$ cat src/rtl/bdc_pkg.sv
package bdc_pkg;

  localparam int STROBE_IDX_W = 8;

  // strobes from the scan control to the redirect datapath
  typedef struct packed {
    logic                    fire;      // raise a redirect this cycle
    logic                    useSaved;  // source is the held deferred branch
    logic                    plusOne;   // boundary is one past the source sequence
    logic                    pendLoad;  // hold the armed branch for a later group
    logic [STROBE_IDX_W-1:0] sel;       // source slot in the current group
    logic [STROBE_IDX_W-1:0] misInc;    // wrong predictions found this group
    logic [STROBE_IDX_W-1:0] resInc;    // branches resolved this group
  } bdcStrobe_t;

endpackage

$ cat src/rtl/bdc_classify.sv
module bdc_classify #(
  parameter int WIDTH      = 4,
  parameter int PC_W       = 32,
  parameter int INST_BYTES = 4,
  parameter bit DELAY_SLOT = 1'b0
) (
  input  logic [WIDTH-1:0]           slotValid,
  input  logic [WIDTH-1:0]           isCtrl,
  input  logic [WIDTH-1:0]           isDirect,
  input  logic [WIDTH-1:0]           isUncond,
  input  logic [WIDTH-1:0]           predTaken,
  input  logic [WIDTH-1:0]           condDelay,
  input  logic [WIDTH-1:0][PC_W-1:0] pc,
  input  logic [WIDTH-1:0][PC_W-1:0] predTarget,
  input  logic [WIDTH-1:0][PC_W-1:0] predNextNext,
  input  logic [WIDTH-1:0][PC_W-1:0] calcTarget,
  output logic [WIDTH-1:0]           immMiss,
  output logic [WIDTH-1:0]           deferMiss,
  output logic [WIDTH-1:0]           resolved,
  output logic [WIDTH-1:0][PC_W-1:0] fixTarget,
  output logic [WIDTH-1:0]           takenFlag
);

  localparam logic [PC_W-1:0] STEP = PC_W'(INST_BYTES);

  for (genvar g = 0; g < WIDTH; g++) begin : g_slot
    logic [PC_W-1:0] seqPc;
    logic            badCtrl;
    logic            checkable;
    logic            targetMiss;

    assign seqPc      = pc[g] + STEP;
    assign badCtrl    = slotValid[g] & predTaken[g] & ~isCtrl[g];
    assign checkable  = slotValid[g] & isCtrl[g] & isDirect[g] & isUncond[g];
    assign targetMiss = checkable & (calcTarget[g] != predTarget[g]);

    assign resolved[g]  = checkable;
    assign fixTarget[g] = badCtrl ? seqPc : calcTarget[g];

    if (DELAY_SLOT) begin : g_delay
      logic skipSlot;
      logic unusedSeqPc;
      assign skipSlot     = predTaken[g] & condDelay[g];
      assign immMiss[g]   = badCtrl | (targetMiss & skipSlot);
      assign deferMiss[g] = targetMiss & ~skipSlot;
      assign takenFlag[g] = predNextNext[g] != (predTarget[g] + STEP);
      assign unusedSeqPc  = ^seqPc;
    end else begin : g_plain
      logic unusedDelayIn;
      assign immMiss[g]    = badCtrl | targetMiss;
      assign deferMiss[g]  = 1'b0;
      assign takenFlag[g]  = predTarget[g] != seqPc;
      assign unusedDelayIn = ^{predNextNext[g], condDelay[g]};
    end
  end

endmodule

$ cat src/rtl/bdc_ctrl.sv
module bdc_ctrl
  import bdc_pkg::*;
#(
  parameter int WIDTH = 4,
  parameter int TID_W = 2
) (
  input  logic [WIDTH-1:0]            slotValid,
  input  logic [WIDTH-1:0][TID_W-1:0] slotTid,
  input  logic [WIDTH-1:0]            immMiss,
  input  logic [WIDTH-1:0]            deferMiss,
  input  logic [WIDTH-1:0]            resolved,
  input  logic                        pendValid,
  input  logic [TID_W-1:0]            pendTid,
  output bdcStrobe_t                  strobe
);

  logic                    halted;
  logic                    armed;
  logic [TID_W-1:0]        armTid;
  logic [STROBE_IDX_W-1:0] armSel;

  // scan slots in program order; the first trigger ends checking
  always_comb begin
    strobe = '0;
    halted = 1'b0;
    armed  = 1'b0;
    armTid = '0;
    armSel = '0;
    for (int i = 0; i < WIDTH; i++) begin
      if (slotValid[i] && !halted) begin
        if (pendValid) begin
          // deferred branch from an earlier group waits for its delay slot
          if (slotTid[i] == pendTid) begin
            strobe.fire     = 1'b1;
            strobe.useSaved = 1'b1;
            halted          = 1'b1;
          end
        end else if (armed) begin
          if (slotTid[i] == armTid) begin
            strobe.fire    = 1'b1;
            strobe.plusOne = 1'b1;
            strobe.sel     = armSel;
            halted         = 1'b1;
          end
        end else if (immMiss[i]) begin
          strobe.fire   = 1'b1;
          strobe.sel    = STROBE_IDX_W'(i);
          strobe.misInc = strobe.misInc + 1'b1;
          strobe.resInc = strobe.resInc + {{(STROBE_IDX_W-1){1'b0}}, resolved[i]};
          halted        = 1'b1;
        end else if (deferMiss[i]) begin
          armed         = 1'b1;
          armTid        = slotTid[i];
          armSel        = STROBE_IDX_W'(i);
          strobe.misInc = strobe.misInc + 1'b1;
          strobe.resInc = strobe.resInc + 1'b1;
        end else begin
          strobe.resInc = strobe.resInc + {{(STROBE_IDX_W-1){1'b0}}, resolved[i]};
        end
      end
    end
    if (armed && !strobe.fire) begin
      strobe.pendLoad = 1'b1;
      strobe.sel      = armSel;
    end
  end

endmodule

$ cat src/rtl/bdc_datapath.sv
module bdc_datapath
  import bdc_pkg::*;
#(
  parameter int WIDTH      = 4,
  parameter int SEQ_W      = 16,
  parameter int TID_W      = 2,
  parameter int PC_W       = 32,
  parameter int INST_BYTES = 4,
  parameter int CNT_W      = 16
) (
  input  logic                        clk,
  input  logic                        rstN,
  input  bdcStrobe_t                  strobe,
  input  logic [WIDTH-1:0]            slotValid,
  input  logic [WIDTH-1:0][TID_W-1:0] slotTid,
  input  logic [WIDTH-1:0][SEQ_W-1:0] slotSeq,
  input  logic [WIDTH-1:0][PC_W-1:0]  fixTarget,
  input  logic [WIDTH-1:0]            takenFlag,
  output logic                        pendValid,
  output logic [TID_W-1:0]            pendTid,
  output logic                        redirValid,
  output logic [TID_W-1:0]            redirTid,
  output logic [PC_W-1:0]             redirNextPc,
  output logic [PC_W-1:0]             redirNextNextPc,
  output logic                        redirTaken,
  output logic [SEQ_W-1:0]            squashSeq,
  output logic [WIDTH-1:0]            killMask,
  output logic [CNT_W-1:0]            mispredCount,
  output logic [CNT_W-1:0]            resolvedCount
);

  localparam int IDX_W = $clog2(WIDTH);

  logic [IDX_W-1:0] selIdx;
  logic             unusedSelHigh;
  logic [SEQ_W-1:0] pendSeq;
  logic [PC_W-1:0]  pendTarget;
  logic             pendTaken;

  logic [PC_W-1:0]  srcTarget;
  logic             srcTaken;
  logic [TID_W-1:0] srcTid;
  logic [SEQ_W-1:0] srcSeq;
  logic [SEQ_W-1:0] bound;
  logic [WIDTH-1:0] killNext;

  assign selIdx        = strobe.sel[IDX_W-1:0];
  assign unusedSelHigh = ^strobe.sel;

  always_comb begin
    if (strobe.useSaved) begin
      srcTarget = pendTarget;
      srcTaken  = pendTaken;
      srcTid    = pendTid;
      srcSeq    = pendSeq;
    end else begin
      srcTarget = fixTarget[selIdx];
      srcTaken  = takenFlag[selIdx];
      srcTid    = slotTid[selIdx];
      srcSeq    = slotSeq[selIdx];
    end
    bound = srcSeq + {{(SEQ_W-1){1'b0}}, (strobe.useSaved | strobe.plusOne)};
  end

  for (genvar g = 0; g < WIDTH; g++) begin : g_kill
    assign killNext[g] = strobe.fire & slotValid[g] &
                         (slotTid[g] == srcTid) & (slotSeq[g] > bound);
  end

  // deferred-branch holding register
  always_ff @(posedge clk) begin
    if (!rstN) begin
      pendValid  <= 1'b0;
      pendTid    <= '0;
      pendSeq    <= '0;
      pendTarget <= '0;
      pendTaken  <= 1'b0;
    end else if (strobe.fire && strobe.useSaved) begin
      pendValid <= 1'b0;
    end else if (strobe.pendLoad) begin
      pendValid  <= 1'b1;
      pendTid    <= slotTid[selIdx];
      pendSeq    <= slotSeq[selIdx];
      pendTarget <= fixTarget[selIdx];
      pendTaken  <= takenFlag[selIdx];
    end
  end

  // registered redirect and counters
  always_ff @(posedge clk) begin
    if (!rstN) begin
      redirValid      <= 1'b0;
      redirTid        <= '0;
      redirNextPc     <= '0;
      redirNextNextPc <= '0;
      redirTaken      <= 1'b0;
      squashSeq       <= '0;
      killMask        <= '0;
      mispredCount    <= '0;
      resolvedCount   <= '0;
    end else begin
      redirValid    <= strobe.fire;
      killMask      <= killNext;
      mispredCount  <= mispredCount + CNT_W'(strobe.misInc);
      resolvedCount <= resolvedCount + CNT_W'(strobe.resInc);
      if (strobe.fire) begin
        redirTid        <= srcTid;
        redirNextPc     <= srcTarget;
        redirNextNextPc <= srcTarget + PC_W'(INST_BYTES);
        redirTaken      <= srcTaken;
        squashSeq       <= bound;
      end
    end
  end

endmodule

$ cat src/rtl/branch_redirect_check.sv
module branch_redirect_check
  import bdc_pkg::*;
#(
  parameter int WIDTH      = 4,
  parameter int SEQ_W      = 16,
  parameter int TID_W      = 2,
  parameter int PC_W       = 32,
  parameter int INST_BYTES = 4,
  parameter bit DELAY_SLOT = 1'b0,
  parameter int CNT_W      = 16
) (
  input  logic                        clk,
  input  logic                        rstN,
  input  logic [WIDTH-1:0]            slotValid,
  input  logic [WIDTH-1:0][TID_W-1:0] slotTid,
  input  logic [WIDTH-1:0][SEQ_W-1:0] slotSeq,
  input  logic [WIDTH-1:0]            isCtrl,
  input  logic [WIDTH-1:0]            isDirect,
  input  logic [WIDTH-1:0]            isUncond,
  input  logic [WIDTH-1:0]            predTaken,
  input  logic [WIDTH-1:0]            condDelay,
  input  logic [WIDTH-1:0][PC_W-1:0]  pc,
  input  logic [WIDTH-1:0][PC_W-1:0]  predTarget,
  input  logic [WIDTH-1:0][PC_W-1:0]  predNextNext,
  input  logic [WIDTH-1:0][PC_W-1:0]  calcTarget,
  output logic                        redirValid,
  output logic [TID_W-1:0]            redirTid,
  output logic [PC_W-1:0]             redirNextPc,
  output logic [PC_W-1:0]             redirNextNextPc,
  output logic                        redirTaken,
  output logic [SEQ_W-1:0]            squashSeq,
  output logic [WIDTH-1:0]            killMask,
  output logic [CNT_W-1:0]            mispredCount,
  output logic [CNT_W-1:0]            resolvedCount
);

  logic [WIDTH-1:0]           immMiss;
  logic [WIDTH-1:0]           deferMiss;
  logic [WIDTH-1:0]           resolved;
  logic [WIDTH-1:0][PC_W-1:0] fixTarget;
  logic [WIDTH-1:0]           takenFlag;
  logic                       pendValid;
  logic [TID_W-1:0]           pendTid;
  bdcStrobe_t                 strobe;

  bdc_classify #(
    .WIDTH(WIDTH), .PC_W(PC_W), .INST_BYTES(INST_BYTES), .DELAY_SLOT(DELAY_SLOT)
  ) u_classify (
    .slotValid(slotValid), .isCtrl(isCtrl), .isDirect(isDirect), .isUncond(isUncond),
    .predTaken(predTaken), .condDelay(condDelay), .pc(pc), .predTarget(predTarget),
    .predNextNext(predNextNext), .calcTarget(calcTarget),
    .immMiss(immMiss), .deferMiss(deferMiss), .resolved(resolved),
    .fixTarget(fixTarget), .takenFlag(takenFlag)
  );

  bdc_ctrl #(.WIDTH(WIDTH), .TID_W(TID_W)) u_ctrl (
    .slotValid(slotValid), .slotTid(slotTid), .immMiss(immMiss),
    .deferMiss(deferMiss), .resolved(resolved), .pendValid(pendValid),
    .pendTid(pendTid), .strobe(strobe)
  );

  bdc_datapath #(
    .WIDTH(WIDTH), .SEQ_W(SEQ_W), .TID_W(TID_W), .PC_W(PC_W),
    .INST_BYTES(INST_BYTES), .CNT_W(CNT_W)
  ) u_datapath (
    .clk(clk), .rstN(rstN), .strobe(strobe), .slotValid(slotValid),
    .slotTid(slotTid), .slotSeq(slotSeq), .fixTarget(fixTarget),
    .takenFlag(takenFlag), .pendValid(pendValid), .pendTid(pendTid),
    .redirValid(redirValid), .redirTid(redirTid), .redirNextPc(redirNextPc),
    .redirNextNextPc(redirNextNextPc), .redirTaken(redirTaken),
    .squashSeq(squashSeq), .killMask(killMask), .mispredCount(mispredCount),
    .resolvedCount(resolvedCount)
  );

endmodule

$ cat config.mk
export PLATFORM = sky130hd
export DESIGN_NAME = branch_redirect_check
export DESIGN_NICKNAME = d
export VERILOG_FILES = /design/src/rtl/bdc_pkg.sv /design/src/rtl/bdc_classify.sv /design/src/rtl/bdc_ctrl.sv /design/src/rtl/bdc_datapath.sv /design/src/rtl/branch_redirect_check.sv
export SDC_FILE = /design/constraint.sdc
export NUM_CORES = 1
export LEC_CHECK = 0
export ABC_AREA = 1
export BUFFER_PORTS_ARGS = -buffer_cell sky130_fd_sc_hd__buf_2
export CORE_AREA = 2 2 287 289
export CTS_CLUSTER_DIAMETER = 150
export DETAILED_ROUTE_END_ITERATION = 10
export DIE_AREA = 0 0 289 291
export GPL_TIMING_DRIVEN = 0
export PLACE_DENSITY_LB_ADDON = 0.25
export SETUP_SLACK_MARGIN = 0.15
export SYNTH_ARGS = -nofsm -noshare
export SYNTH_HDL_FRONTEND = slang
export SYNTH_SLANG_ARGS = --single-unit
$ cat constraint.sdc
create_clock -name clk -period 12.7 [get_ports clk]
set_clock_uncertainty 0.15 [all_clocks]
set_input_delay 0.635 -clock clk [delete_from_list [all_inputs] [get_ports clk]]
set_output_delay 0.635 -clock clk [all_outputs]
set_load 0.01 [all_outputs]
==> metrics.yaml <==
synth_top_area_share_pct: 16.8
dp.cells: 4507
p_sw_uw: 808
cts.sinks: 118
via_per_inst: 4.60
drc_errors: 0
dieArea_um2: 84100
setup_viol: 0
p_leak_nw: 10.8
fp.coreArea_um2: 81200
antenna_found_initial: 25
grt_usage_pct: 24.1
slowest_stage: "clkbuf_1"
postCtsSetupBuffers: 0
drtIter0Drc: 1319
nFillCells: 9470
clkLatencyLatePin_ns: 0.43
worst-slew-pin-transition_ns: 1.02
swShare_pct: 44.5
clock_power_share_pct: 27.2
min-delay-start: "u_datapath.mispredCount[15]$_SDFF_PN0_"
row_count: 105
synth.top_cells.by_area: "nand2_1 (17%), dfxtp_1 (14%), xnor2_1 (9.1%)"
avgSynthCellArea_um2: 5.95
critPathMaxFanout: 10
drt.antenna.violating_nets: 0
numCtsBuffers: 17
final_area_um2: 21800
slew_headroom_pct: 32.0
fmax_mhz: 153
cp.arrival_ns: 6.75
tns_ns: 0
netlist_instances: 2841
final-hold-violation-count: 0
dp_hpwl_mm: 92.9
r2r_slack_ns: 9.97
min_to: "u_datapath.mispredCount[15]$_SDFF_PN0_"
ios: 730
min_path_cells: 1
ys.flop_type: "dfxtp_1"
path_common_cell: "inv_1"
intPower_mw: 1.01
finalCritPeriodShare_pct: 51.5
required_ns: 12.91
yosysWarningCount: 0
outcome: "finished clean"
post-route-min-period_ns: 6.54
final_cells: 4553
area_delta_synth_final_pct: 29.3
placed_area_um2: 21200
cap_viol_max_count: 0
place.gp.congestion: 0.951
drt-total-wl_mm: 104
final_nets: 4146
yosysSeqAreaShare_pct: 14.0
overflow: 0
r2r-start: "u_datapath.resolvedCount[2]$_SDFF_PN0_"
worstSetupStartpointType: "input pin"
netlist_area_um2: 16900
grt_pass1_wl_mm: 145
critPathKind: "input pin to flop"
ff2ff_path_depth: 20
cts_hold_buf: 0
synth-async-reset-ratio_pct: 0
ir_worst_vdd_uv: 77.8
endpoint_kind: "flop"
wl_per_cell_um: 22.9
synth-seq-cells: 118
grt_max_degree: 17
synth_nets: 3531
hold_class: "flop to flop"
htree_levels: 4
die-width_um: 289
port_buffers: 596
cts.path.max_buffers: 2
slowest_delay_ns: 0.78
via_count: 20942
startpoint: "isCtrl[0]"
cts_tree: "yes"
path_clk_slew_ns: 0.06
finalMaxSlewViolations: 0
synth-edff-count: 0
rsz0062_at_grt: "false"
first_global_vias: 20484
r2r_end: "u_datapath.resolvedCount[15]$_SDFF_PN0_"
cts_root_buffer: "clkbuf_16"
p_seq_share_pct: 23.9
postCtsResizedCells: 0
firstDrtPassIters: 5
synth_cell_types: 67
synth_top_area_cell: "nand2_1"
initial_core_util_pct: 20.8
p_comb_share_pct: 48.9
fp.dieH_um: 291
p_per_area_nw_per_um2: 83.2
power_mw: 1.82
drive_gt1_share_pct: 22.3
-- through the flow --
stage	setup WS, ns	utilization [%]	hold WS, ns
finish	6.16	26.9	0.309
global route	5.53	26.9	0.326
CTS	6.15	26.9	0.304
detailed placement	5.69	26.1	0.294
global placement	5.75	26.1	0.281
floorplan	7.62	-	0.323
-- power groups by stage --
| stage | clock network, mW | registers, mW | logic [mW] |
|---|---|---|---|
| final | 0.495 | 0.434 | 0.888 |
| after global routing | 0.521 | 0.439 | 0.974 |
| after CTS | 0.505 | 0.434 | 0.892 |
| after detailed placement | 0 | 0.442 | 0.888 |
| after global placement | 0 | 0.441 | 0.888 |
| after floorplan | 0 | 0.455 | 0.457 |
-- per-layer routing --
metal | part of all wire [%] | global-route usage (%) | vias to the layer above
li1 | - | - | 10489
met5 | 0.099 | 0 | -
met2 | 48 | 42.5 | 703
met3 | 6.2 | 4.40 | 72
met1 | 44 | 30.8 | 9662
met4 | 1.2 | 3.26 | 16
-- how the worst max path moves through the flow --
stage	depth (start not counted)	endpoint	slack, ns
3_5_place_dp	34	u_datapath.mispredCount[15]$_SDFF_PN0_	5.69
2_1_floorplan	33	u_datapath.mispredCount[15]$_SDFF_PN0_	7.62
6_report	34	u_datapath.mispredCount[15]$_SDFF_PN0_	6.16
4_1_cts	34	u_datapath.mispredCount[15]$_SDFF_PN0_	6.15
5_1_grt	34	u_datapath.mispredCount[15]$_SDFF_PN0_	5.53
3_3_place_gp	34	u_datapath.mispredCount[15]$_SDFF_PN0_	5.75
-- layout make-up --
| type | count | area [um^2] | area share (%) |
|---|---|---|---|
| plain buffers | 93 | 519 | 2.38 |
| clock buffers | 19 | 443 | 2.03 |
| well taps | 1070 | 1340 | 6.13 |
| flip-flops and latches | 118 | 2360 | 10.8 |
| repair buffers | 596 | 2980 | 13.7 |
| inverters | 310 | 1160 | 5.33 |
| diodes | 14 | 35.0 | 0.160 |
| multi-input cells | 2320 | 12800 | 58.8 |
| clock inverters | 13 | 149 | 0.682 |
-- cells in the final DEF, fill, tap and decap left out, types with 4 or more instances in the layout --
| master | count |
|---|---|
| nand2_1 | 754 |
| buf_2 | 615 |
| nor2_1 | 334 |
| inv_1 | 289 |
| nand3_1 | 195 |
| xnor2_1 | 176 |
| xor2_1 | 147 |
| a21oi_1 | 145 |
| o21ai_0 | 137 |
| dfxtp_1 | 118 |
| ha_1 | 78 |
| nand4_1 | 63 |
| nor3_1 | 54 |
| clkbuf_1 | 48 |
| o211ai_1 | 32 |
| or2_2 | 21 |
| nor4_1 | 20 |
| inv_2 | 19 |
| clkbuf_16 | 17 |
| buf_6 | 16 |
| nor2_2 | 15 |
| diode_2 | 14 |
| a32o_1 | 12 |
| nand2_2 | 10 |
| o21ai_1 | 10 |
| a31oi_1 | 9 |
| nand2_4 | 8 |
| buf_4 | 7 |
| a211oi_1 | 7 |
| o21bai_1 | 7 |
| mux2i_1 | 6 |
| nand3_2 | 6 |
| nand3b_1 | 6 |
| nor3b_1 | 6 |
| or2_0 | 5 |
| nor2_4 | 5 |
| o31ai_1 | 4 |
| buf_1 | 4 |
| clkinv_4 | 4 |
-- worst max-delay path, delay by kind of cell --
kind	cells	cell delay, ns
mux	1	0.32
buf+inv	10	2.10
compound gates	5	0.69
simple gates	15	2.24
fa+ha+maj	3	0.74
-- cells by family (layout without fill, tap and decap cells) --
logic type                 Yosys count  count (layout)  share of synthesized area, %
adders and majority gates           80              80                          6.01
xor gates and xnor gates           323             323                          16.7
muxes                                7               7                         0.422
other                                1              15                        0.0222
AOI/OAI and AO/OA                  390             390                          13.4
buffers and inverters              403            1031                          9.96
DFF                                118             118                          14.0
and+or+nand+nor                   1519            1519                          39.5
-- flip-flops by register name (all words and copies together) (netlist names) --
register and flops:
u_datapath.killMask 4, u_datapath.mispredCount 16, u_datapath.redirNextNextPc 32, u_datapath.redirNextPc 30, u_datapath.redirTaken 1, u_datapath.redirTid 2, u_datapath.redirValid 1, u_datapath.resolvedCount 16
u_datapath.squashSeq 16
-- synth_stat cells (20+ instances only) --
library cell	count
nor4_1	20
or2_2	21
nor3_1	54
a21oi_1	145
xnor2_1	176
xor2_1	147
nand3_1	195
ha_1	78
clkbuf_1	47
nand2_1	754
nor2_1	334
inv_1	289
nand4_1	63
o211ai_1	32
dfxtp_1	118
o21ai_0	137
Note: power is estimated with default switching activity, not from simulation.
